--- src/rtl/jbm_pkg.sv ---
`timescale 1ns/1ps
package jbm_pkg;
  // strobes from the sequencing control to the buffer datapath
  typedef struct packed {
    logic start;  // burst accepted this cycle
    logic rise;   // test clock goes high at this edge
    logic fall;   // test clock goes low at this edge
    logic done;   // this fall ends the burst
  } jbmStrobe_t;
endpackage

--- src/rtl/jbm_ctrl.sv ---
`timescale 1ns/1ps
module jbm_ctrl
  import jbm_pkg::*;
#(
  parameter int DIV_W = 16
) (
  input  logic             clk,
  input  logic             rstN,
  input  logic             goReq,
  input  logic [DIV_W-1:0] divVal,
  input  logic             lastBit,
  output logic             tck,
  output logic             busy,
  output jbmStrobe_t       strobe
);
  typedef enum logic [1:0] {ST_IDLE, ST_LOW, ST_HIGH} phase_e;

  phase_e          state;
  logic [DIV_W-1:0] cnt;
  logic [DIV_W-1:0] divQ;
  logic             tckQ;
  logic             halfDone;

  assign halfDone = (cnt == divQ);
  assign busy     = (state != ST_IDLE);
  assign tck      = tckQ;

  always_comb begin
    strobe       = '0;
    strobe.start = goReq && (state == ST_IDLE);
    strobe.rise  = (state == ST_LOW) && halfDone;
    strobe.fall  = (state == ST_HIGH) && halfDone;
    strobe.done  = strobe.fall && lastBit;
  end

  always_ff @(posedge clk) begin
    if (!rstN) begin
      state <= ST_IDLE;
      cnt   <= '0;
      divQ  <= '0;
      tckQ  <= 1'b0;
    end else begin
      unique case (state)
        ST_IDLE: begin
          if (strobe.start) begin
            divQ  <= divVal;
            cnt   <= '0;
            state <= ST_LOW;
          end
        end
        ST_LOW: begin
          if (halfDone) begin
            cnt   <= '0;
            tckQ  <= 1'b1;
            state <= ST_HIGH;
          end else begin
            cnt <= cnt + 1'b1;
          end
        end
        ST_HIGH: begin
          if (halfDone) begin
            cnt   <= '0;
            tckQ  <= 1'b0;
            state <= lastBit ? ST_IDLE : ST_LOW;
          end else begin
            cnt <= cnt + 1'b1;
          end
        end
        default: state <= ST_IDLE;
      endcase
    end
  end

  // clock stays low outside a burst
  p_tck_idle_low_r5: assert property (@(posedge clk) disable iff (!rstN)
    (state == ST_IDLE) |-> !tckQ);

  // a clock transition happens only after a full phase count
  p_half_period_r4: assert property (@(posedge clk) disable iff (!rstN)
    ($past(busy) && (tckQ != $past(tckQ))) |-> ($past(cnt) == $past(divQ)));

  // a start during a burst does not end or restart it
  p_go_ignored_r7: assert property (@(posedge clk) disable iff (!rstN)
    (busy && goReq && !strobe.done) |=> (busy && $stable(divQ)));
endmodule

--- src/rtl/jbm_datapath.sv ---
`timescale 1ns/1ps
module jbm_datapath
  import jbm_pkg::*;
#(
  parameter int WORDS  = 4,
  parameter int WORD_W = 32,
  parameter int DIV_W  = 16,
  localparam int BITS   = WORDS * WORD_W,
  localparam int IDX_W  = $clog2(BITS),
  localparam int LEN_W  = IDX_W + 1,
  localparam int ADDR_W = $clog2(3 * WORDS + 4)
) (
  input  logic              clk,
  input  logic              rstN,
  input  logic [ADDR_W-1:0] regAddr,
  input  logic              regWrEn,
  input  logic [WORD_W-1:0] regWrData,
  output logic [WORD_W-1:0] regRdData,
  input  jbmStrobe_t        strobe,
  input  logic              busy,
  input  logic              tck,
  input  logic              serIn,
  output logic              goReq,
  output logic [DIV_W-1:0]  divVal,
  output logic              lastBit,
  output logic              modeOut,
  output logic              serOut,
  output logic              irqOut
);
  localparam logic [ADDR_W-1:0] MODE_A = '0;
  localparam logic [ADDR_W-1:0] SEND_A = ADDR_W'(WORDS);
  localparam logic [ADDR_W-1:0] CAPT_A = ADDR_W'(2 * WORDS);
  localparam logic [ADDR_W-1:0] DIV_A  = ADDR_W'(3 * WORDS);
  localparam logic [ADDR_W-1:0] LEN_A  = ADDR_W'(3 * WORDS + 1);
  localparam logic [ADDR_W-1:0] GO_A   = ADDR_W'(3 * WORDS + 2);
  localparam logic [ADDR_W-1:0] STAT_A = ADDR_W'(3 * WORDS + 3);

  logic [BITS-1:0]  modeBits, sendBits, captBits;
  logic [DIV_W-1:0] divReg;
  logic [LEN_W-1:0] lenReg;
  logic [IDX_W-1:0] bitIdx, lastIdx, lenLast, nextIdx;
  logic             modeQ, serQ, irqQ, irqClr;

  assign lenLast = lenReg[IDX_W-1:0] - IDX_W'(1);  // 0 wraps to full length
  assign nextIdx = bitIdx + IDX_W'(1);
  assign lastBit = (bitIdx == lastIdx);
  assign goReq   = regWrEn && (regAddr == GO_A) && regWrData[0];
  assign irqClr  = regWrEn && (regAddr == STAT_A) && regWrData[1];
  assign divVal  = divReg;
  assign modeOut = modeQ;
  assign serOut  = serQ;
  assign irqOut  = irqQ;

  // host-side register writes
  always_ff @(posedge clk) begin
    if (!rstN) begin
      modeBits <= '0;
      sendBits <= '0;
      divReg   <= '0;
      lenReg   <= '0;
    end else if (regWrEn) begin
      for (int k = 0; k < WORDS; k++) begin
        if (regAddr == MODE_A + ADDR_W'(k)) modeBits[k*WORD_W +: WORD_W] <= regWrData;
        if (regAddr == SEND_A + ADDR_W'(k)) sendBits[k*WORD_W +: WORD_W] <= regWrData;
      end
      if (regAddr == DIV_A) divReg <= regWrData[DIV_W-1:0];
      if (regAddr == LEN_A) lenReg <= regWrData[LEN_W-1:0];
    end
  end

  // shift engine: pins, bit index, capture
  always_ff @(posedge clk) begin
    if (!rstN) begin
      bitIdx   <= '0;
      lastIdx  <= '0;
      modeQ    <= 1'b0;
      serQ     <= 1'b0;
      captBits <= '0;
    end else begin
      if (strobe.start) begin
        bitIdx  <= '0;
        lastIdx <= lenLast;
        modeQ   <= modeBits[0];
        serQ    <= sendBits[0];
      end
      if (strobe.rise) captBits[bitIdx] <= serIn;
      if (strobe.fall && !strobe.done) begin
        bitIdx <= nextIdx;
        modeQ  <= modeBits[nextIdx];
        serQ   <= sendBits[nextIdx];
      end
    end
  end

  // completion flag, set wins over clear
  always_ff @(posedge clk) begin
    if (!rstN)            irqQ <= 1'b0;
    else if (strobe.done) irqQ <= 1'b1;
    else if (irqClr)      irqQ <= 1'b0;
  end

  always_comb begin
    regRdData = '0;
    for (int k = 0; k < WORDS; k++) begin
      if (regAddr == MODE_A + ADDR_W'(k)) regRdData = modeBits[k*WORD_W +: WORD_W];
      if (regAddr == SEND_A + ADDR_W'(k)) regRdData = sendBits[k*WORD_W +: WORD_W];
      if (regAddr == CAPT_A + ADDR_W'(k)) regRdData = captBits[k*WORD_W +: WORD_W];
    end
    if (regAddr == DIV_A)  regRdData = WORD_W'(divReg);
    if (regAddr == LEN_A)  regRdData = WORD_W'(lenReg);
    if (regAddr == STAT_A) regRdData = WORD_W'({irqQ, busy});
  end

  // lines hold steady while the test clock is high
  p_pins_hold_high_r5: assert property (@(posedge clk) disable iff (!rstN)
    (tck && $past(tck)) |-> ($stable(modeQ) && $stable(serQ)));

  // the index never runs past the latched length
  p_idx_bound_r3: assert property (@(posedge clk) disable iff (!rstN)
    busy |-> (bitIdx <= lastIdx));

  // the flag only rises at burst completion
  p_irq_source_r8: assert property (@(posedge clk) disable iff (!rstN)
    $rose(irqQ) |-> $past(strobe.done));

  // the flag holds until an explicit clear
  p_irq_hold_r8: assert property (@(posedge clk) disable iff (!rstN)
    (irqQ && !irqClr) |=> irqQ);
endmodule

--- src/rtl/jtag_burst_master.sv ---
`timescale 1ns/1ps
module jtag_burst_master
  import jbm_pkg::*;
#(
  parameter int WORDS  = 4,
  parameter int WORD_W = 32,
  parameter int DIV_W  = 16,
  localparam int ADDR_W = $clog2(3 * WORDS + 4)
) (
  input  logic              clk,
  input  logic              rstN,
  input  logic [ADDR_W-1:0] regAddr,
  input  logic              regWrEn,
  input  logic [WORD_W-1:0] regWrData,
  output logic [WORD_W-1:0] regRdData,
  output logic              jtagClk,
  output logic              jtagMode,
  output logic              jtagDataOut,
  input  logic              jtagDataIn,
  output logic              irq
);
  jbmStrobe_t       strobe;
  logic             goReq, lastBit, busy;
  logic [DIV_W-1:0] divVal;

  jbm_ctrl #(.DIV_W(DIV_W)) uCtrl (
    .clk     (clk),
    .rstN    (rstN),
    .goReq   (goReq),
    .divVal  (divVal),
    .lastBit (lastBit),
    .tck     (jtagClk),
    .busy    (busy),
    .strobe  (strobe)
  );

  jbm_datapath #(.WORDS(WORDS), .WORD_W(WORD_W), .DIV_W(DIV_W)) uPath (
    .clk       (clk),
    .rstN      (rstN),
    .regAddr   (regAddr),
    .regWrEn   (regWrEn),
    .regWrData (regWrData),
    .regRdData (regRdData),
    .strobe    (strobe),
    .busy      (busy),
    .tck       (jtagClk),
    .serIn     (jtagDataIn),
    .goReq     (goReq),
    .divVal    (divVal),
    .lastBit   (lastBit),
    .modeOut   (jtagMode),
    .serOut    (jtagDataOut),
    .irqOut    (irq)
  );
endmodule

--- config.mk ---
export PLATFORM = sky130hd
export DESIGN_NAME = jtag_burst_master
export DESIGN_NICKNAME = d
export VERILOG_FILES = /design/src/rtl/jbm_pkg.sv /design/src/rtl/jbm_ctrl.sv /design/src/rtl/jbm_datapath.sv /design/src/rtl/jtag_burst_master.sv
export SDC_FILE = /design/constraint.sdc
export NUM_CORES = 1
export LEC_CHECK = 0
export ABC_AREA = 1
export BUFFER_PORTS_ARGS = -buffer_cell sky130_fd_sc_hd__buf_2
export CAP_MARGIN = 20
export CORE_MARGIN = 5
export CORE_UTILIZATION = 41
export DETAILED_ROUTE_END_ITERATION = 8
export SYNTH_ARGS = -nofsm -noshare
export SYNTH_HDL_FRONTEND = slang
export SYNTH_SLANG_ARGS = --single-unit
export TNS_END_PERCENT = 5
--- constraint.sdc ---
create_clock -name clk -period 2.8 [get_ports clk]
set_input_delay 0.56 -clock clk [delete_from_list [all_inputs] [get_ports clk]]
set_output_delay 0.56 -clock clk [all_outputs]
set_load 0.005 [all_outputs]
==> results.yml <==
run_status:
  violations: "negative setup slack"
  outcome: "complete, but fails checks"
layout:
  final_cells: 4527
  drive_gt1_frac: 0.127
  syn_to_final_growth_pct: 15.7
  nFillCells: 6168
  antenna_cells: 0
  final_nets: 3762
logic_synthesis:
  synth_area_leaders: "dfxtp_1 (38%), nand2_1 (12%), a21oi_1 (9.3%), o21ai_0 (8.9%), inv_1 (6.2%)"
  synth_edf_count: 0
  synth.most_common_cell: "nand2_1"
  synthCells: 3706
  synth.distinct_cells: 37
  synth.avg_cell_area_um2: 6.54
  ys_warn_count: 0
  synth_top_area_frac: 0.380
  yosysTopAreaCell: "dfxtp_1"
  synth_async_sr_flop_share: 0
  synthTopCellsByCount: "nand2_1 (764), dfxtp_1 (460), a21oi_1 (449), o21ai_0 (431), inv_1 (397)"
  syn-cell-area_um2: 24200
  ys_seq_area_frac: 0.380
  synth_seq_cells: 460
  synth-main-ff-cell: "dfxtp_1"
  synthesis.nets: 3753
hold_path:
  hold_path.class: "in -> reg"
timing:
  setup_viol: 15
  min_period_over_period: 1.04
  slew_headroom: 0.410
  worst_pin_slew_ns: 0.885
  slew_viol_final: 0
  min_period_ns: 2.91
  finalHoldViolCount: 0
  finalSetupTns_ns: -0.677
  fmaxAchievable_ghz: 0.344
  fin_skew_ns: 0.0193
  rsz0062_at_grt: "yes"
  fin_ws_ns: -0.110
  hold_slack_ns: 0.336
floorplan:
  die_y_um: 253
  rows: 89
  io_pins: 76
  core-area_um2: 58800
  die_area_um2: 64000
  start_util: 0.412
  die_w_um: 253
global_routing:
  grt_pass1_vias: 22700
  overflow: 0
  grtUsageTotal: 0.271
  antenna_found_initial: 0
  grt_pass1_wl_mm: 137
  grt_start_max_net_pins: 136
placement:
  finalWeightedCongestion: 0.899
  dp.cells: 4429
  dp_hpwl_mm: 62.1
  io_buffer_count: 75
cts:
  clockBufferDepth: 3
  cts_buffers: 52
  htree_levels: 2
  clk_latency_ns: 0.61
  clk_pin_slew_ns: 0.06
  cts_hold_buf: 0
  cts.sinks: 460
  cts_tree: "done"
  cts_root_buf: "clkbuf_16"
worst_setup_path:
  worstPathArrival_ns: 2.35
  crit_fanout: 5
  critPathKind: "in -> out"
  crit_required_ns: 2.24
  crit_path_start_kind: "input port"
  worstSetupEndpointType: "output pin"
power:
  total_power_mw: 15.1
  ir_drop_uv: 573
  power.density_nw_per_um2: 538
  p_leak_nw: 10.4
drt:
  post-route-drc-count: 0
  via_count: 25200
  routed_wl_mm: 91.5
  wire_per_inst_um: 20.2
  drt_iter0_markers: 2495
  ant_nets: 0
  avgViaCountPerCell: 5.57
  firstDrtPassIters: 8
flow_run:
  maxCapViolations: 0
layout make-up:
type | count | area (µm²) | share of cell area
multi-input combinational | 2539 | 12500 | 0.446
sequential | 460 | 9210 | 0.329
timing repair buffer | 252 | 2190 | 0.0781
inverter | 410 | 1550 | 0.0552
clock buffer | 81 | 1540 | 0.0550
tap | 773 | 967 | 0.0345
clock inverter | 12 | 70.1 | 0.00250
worst paths after layout:
kind | cells past startpoint | start | slack (ns) | end
worst min-delay path | 3 | rstN | 0.34 | uPath.modeBits[89]
worst max-delay path | 16 | regAddr[1] | -0.11 | regRdData[25]
worst max register to register | 12 | uPath.bitIdx[0] | 0.26 | uPath.serOut
worst min register to register | 2 | uPath.captBits[44] | 0.45 | uPath.captBits[44]
routing by layer:
metal | global-route usage | share of wire
met5 | 0 | 0
met4 | 0.0978 | 0.036
met3 | 0.0424 | 0.081
met2 | 0.444 | 0.46
met1 | 0.365 | 0.42
registers in the layout, indices dropped and copies added (netlist names):
signal / flops
uCtrl.cnt: 16
uPath.irqOut: 1
uCtrl.state: 2
uPath.sendBits: 128
uCtrl.divQ: 16
uPath.modeOut: 1
uPath.bitIdx: 7
uPath.lastIdx: 7
uPath.serOut: 1
uCtrl.tck: 1
uPath.lenReg: 8
uPath.captBits: 128
uPath.modeBits: 128
uPath.divVal: 16
cells in the final DEF, fill, tap and decap left out, drive strengths merged, types with 2 or more instances in the layout:
| master | instances |
|---|---|
| nand2 | 765 |
| o21ai | 470 |
| dfxtp | 460 |
| a21oi | 449 |
| inv | 408 |
| nand3 | 299 |
| buf | 250 |
| nor2 | 216 |
| nand4 | 164 |
| clkbuf | 83 |
| o211ai | 50 |
| or2 | 38 |
| nor3 | 22 |
| xor2 | 19 |
| o22ai | 15 |
| clkinv | 13 |
| xnor2 | 9 |
| ha | 7 |
| a211oi | 6 |
| nor3b | 3 |
| a31oi | 3 |
| o21a | 2 |
metrics by stage:
step | util | worst slack (ns) | instance area (µm²)
2_1_floorplan | - | 0.481 | 24200
3_3_place_gp | 0.443 | -0.172 | 26100
3_5_place_dp | 0.443 | -0.195 | 26100
4_1_cts | 0.472 | -0.0912 | 27800
5_1_grt | 0.477 | -0.173 | 28000
6_report | 0.477 | -0.110 | 28000
worst max-delay path, cell delays in order:
cell and delay (ns):
buf_6 0.09, buf_6 0.10, inv_4 0.03, nand2_4 0.07
nor2_4 0.08, buf_12 0.15, nand2_4 0.05, o211ai_1 0.13
nor2_1 0.14, nand3_1 0.12, nor2_2 0.19, nand3_1 0.11
nor3_2 0.22, buf_4 0.15, nor2_1 0.03, buf_2 0.12
where the power goes:
| part | switching (mW) | internal (mW) | leakage [nW] | total [mW] |
|---|---|---|---|---|
| clock | 2.90 | 3.76 | 0.797 | 6.67 |
| combinational | 1.21 | 0.488 | 5.91 | 1.70 |
| sequential | 0.0638 | 6.65 | 3.72 | 6.72 |
| total | 4.17 | 10.9 | 10.4 | 15.1 |
logic make-up (layout without fill, tap and decap cells):
logic type               after synthesis  count (layout)  share of synthesized area
AO/OA/AOI/OAI                        997             997                      0.213
flip-flops                           460             460                      0.380
AND/OR/NAND/NOR                     1507            1507                      0.275
buffers and inverters                707             755                      0.117
adder cells (fa/ha/maj)                7               7                    0.00362
XOR/XNOR                              28              28                     0.0114
timing repair:
action / in CTS / in global routing
cloned: 0 / 2
buffers inserted: 0 / 4
gates resized for setup: 29 / 61
endpoints found under the setup margin: 32 / 32
pin swaps: 1 / 23
Power figures use the tool's default switching activity.
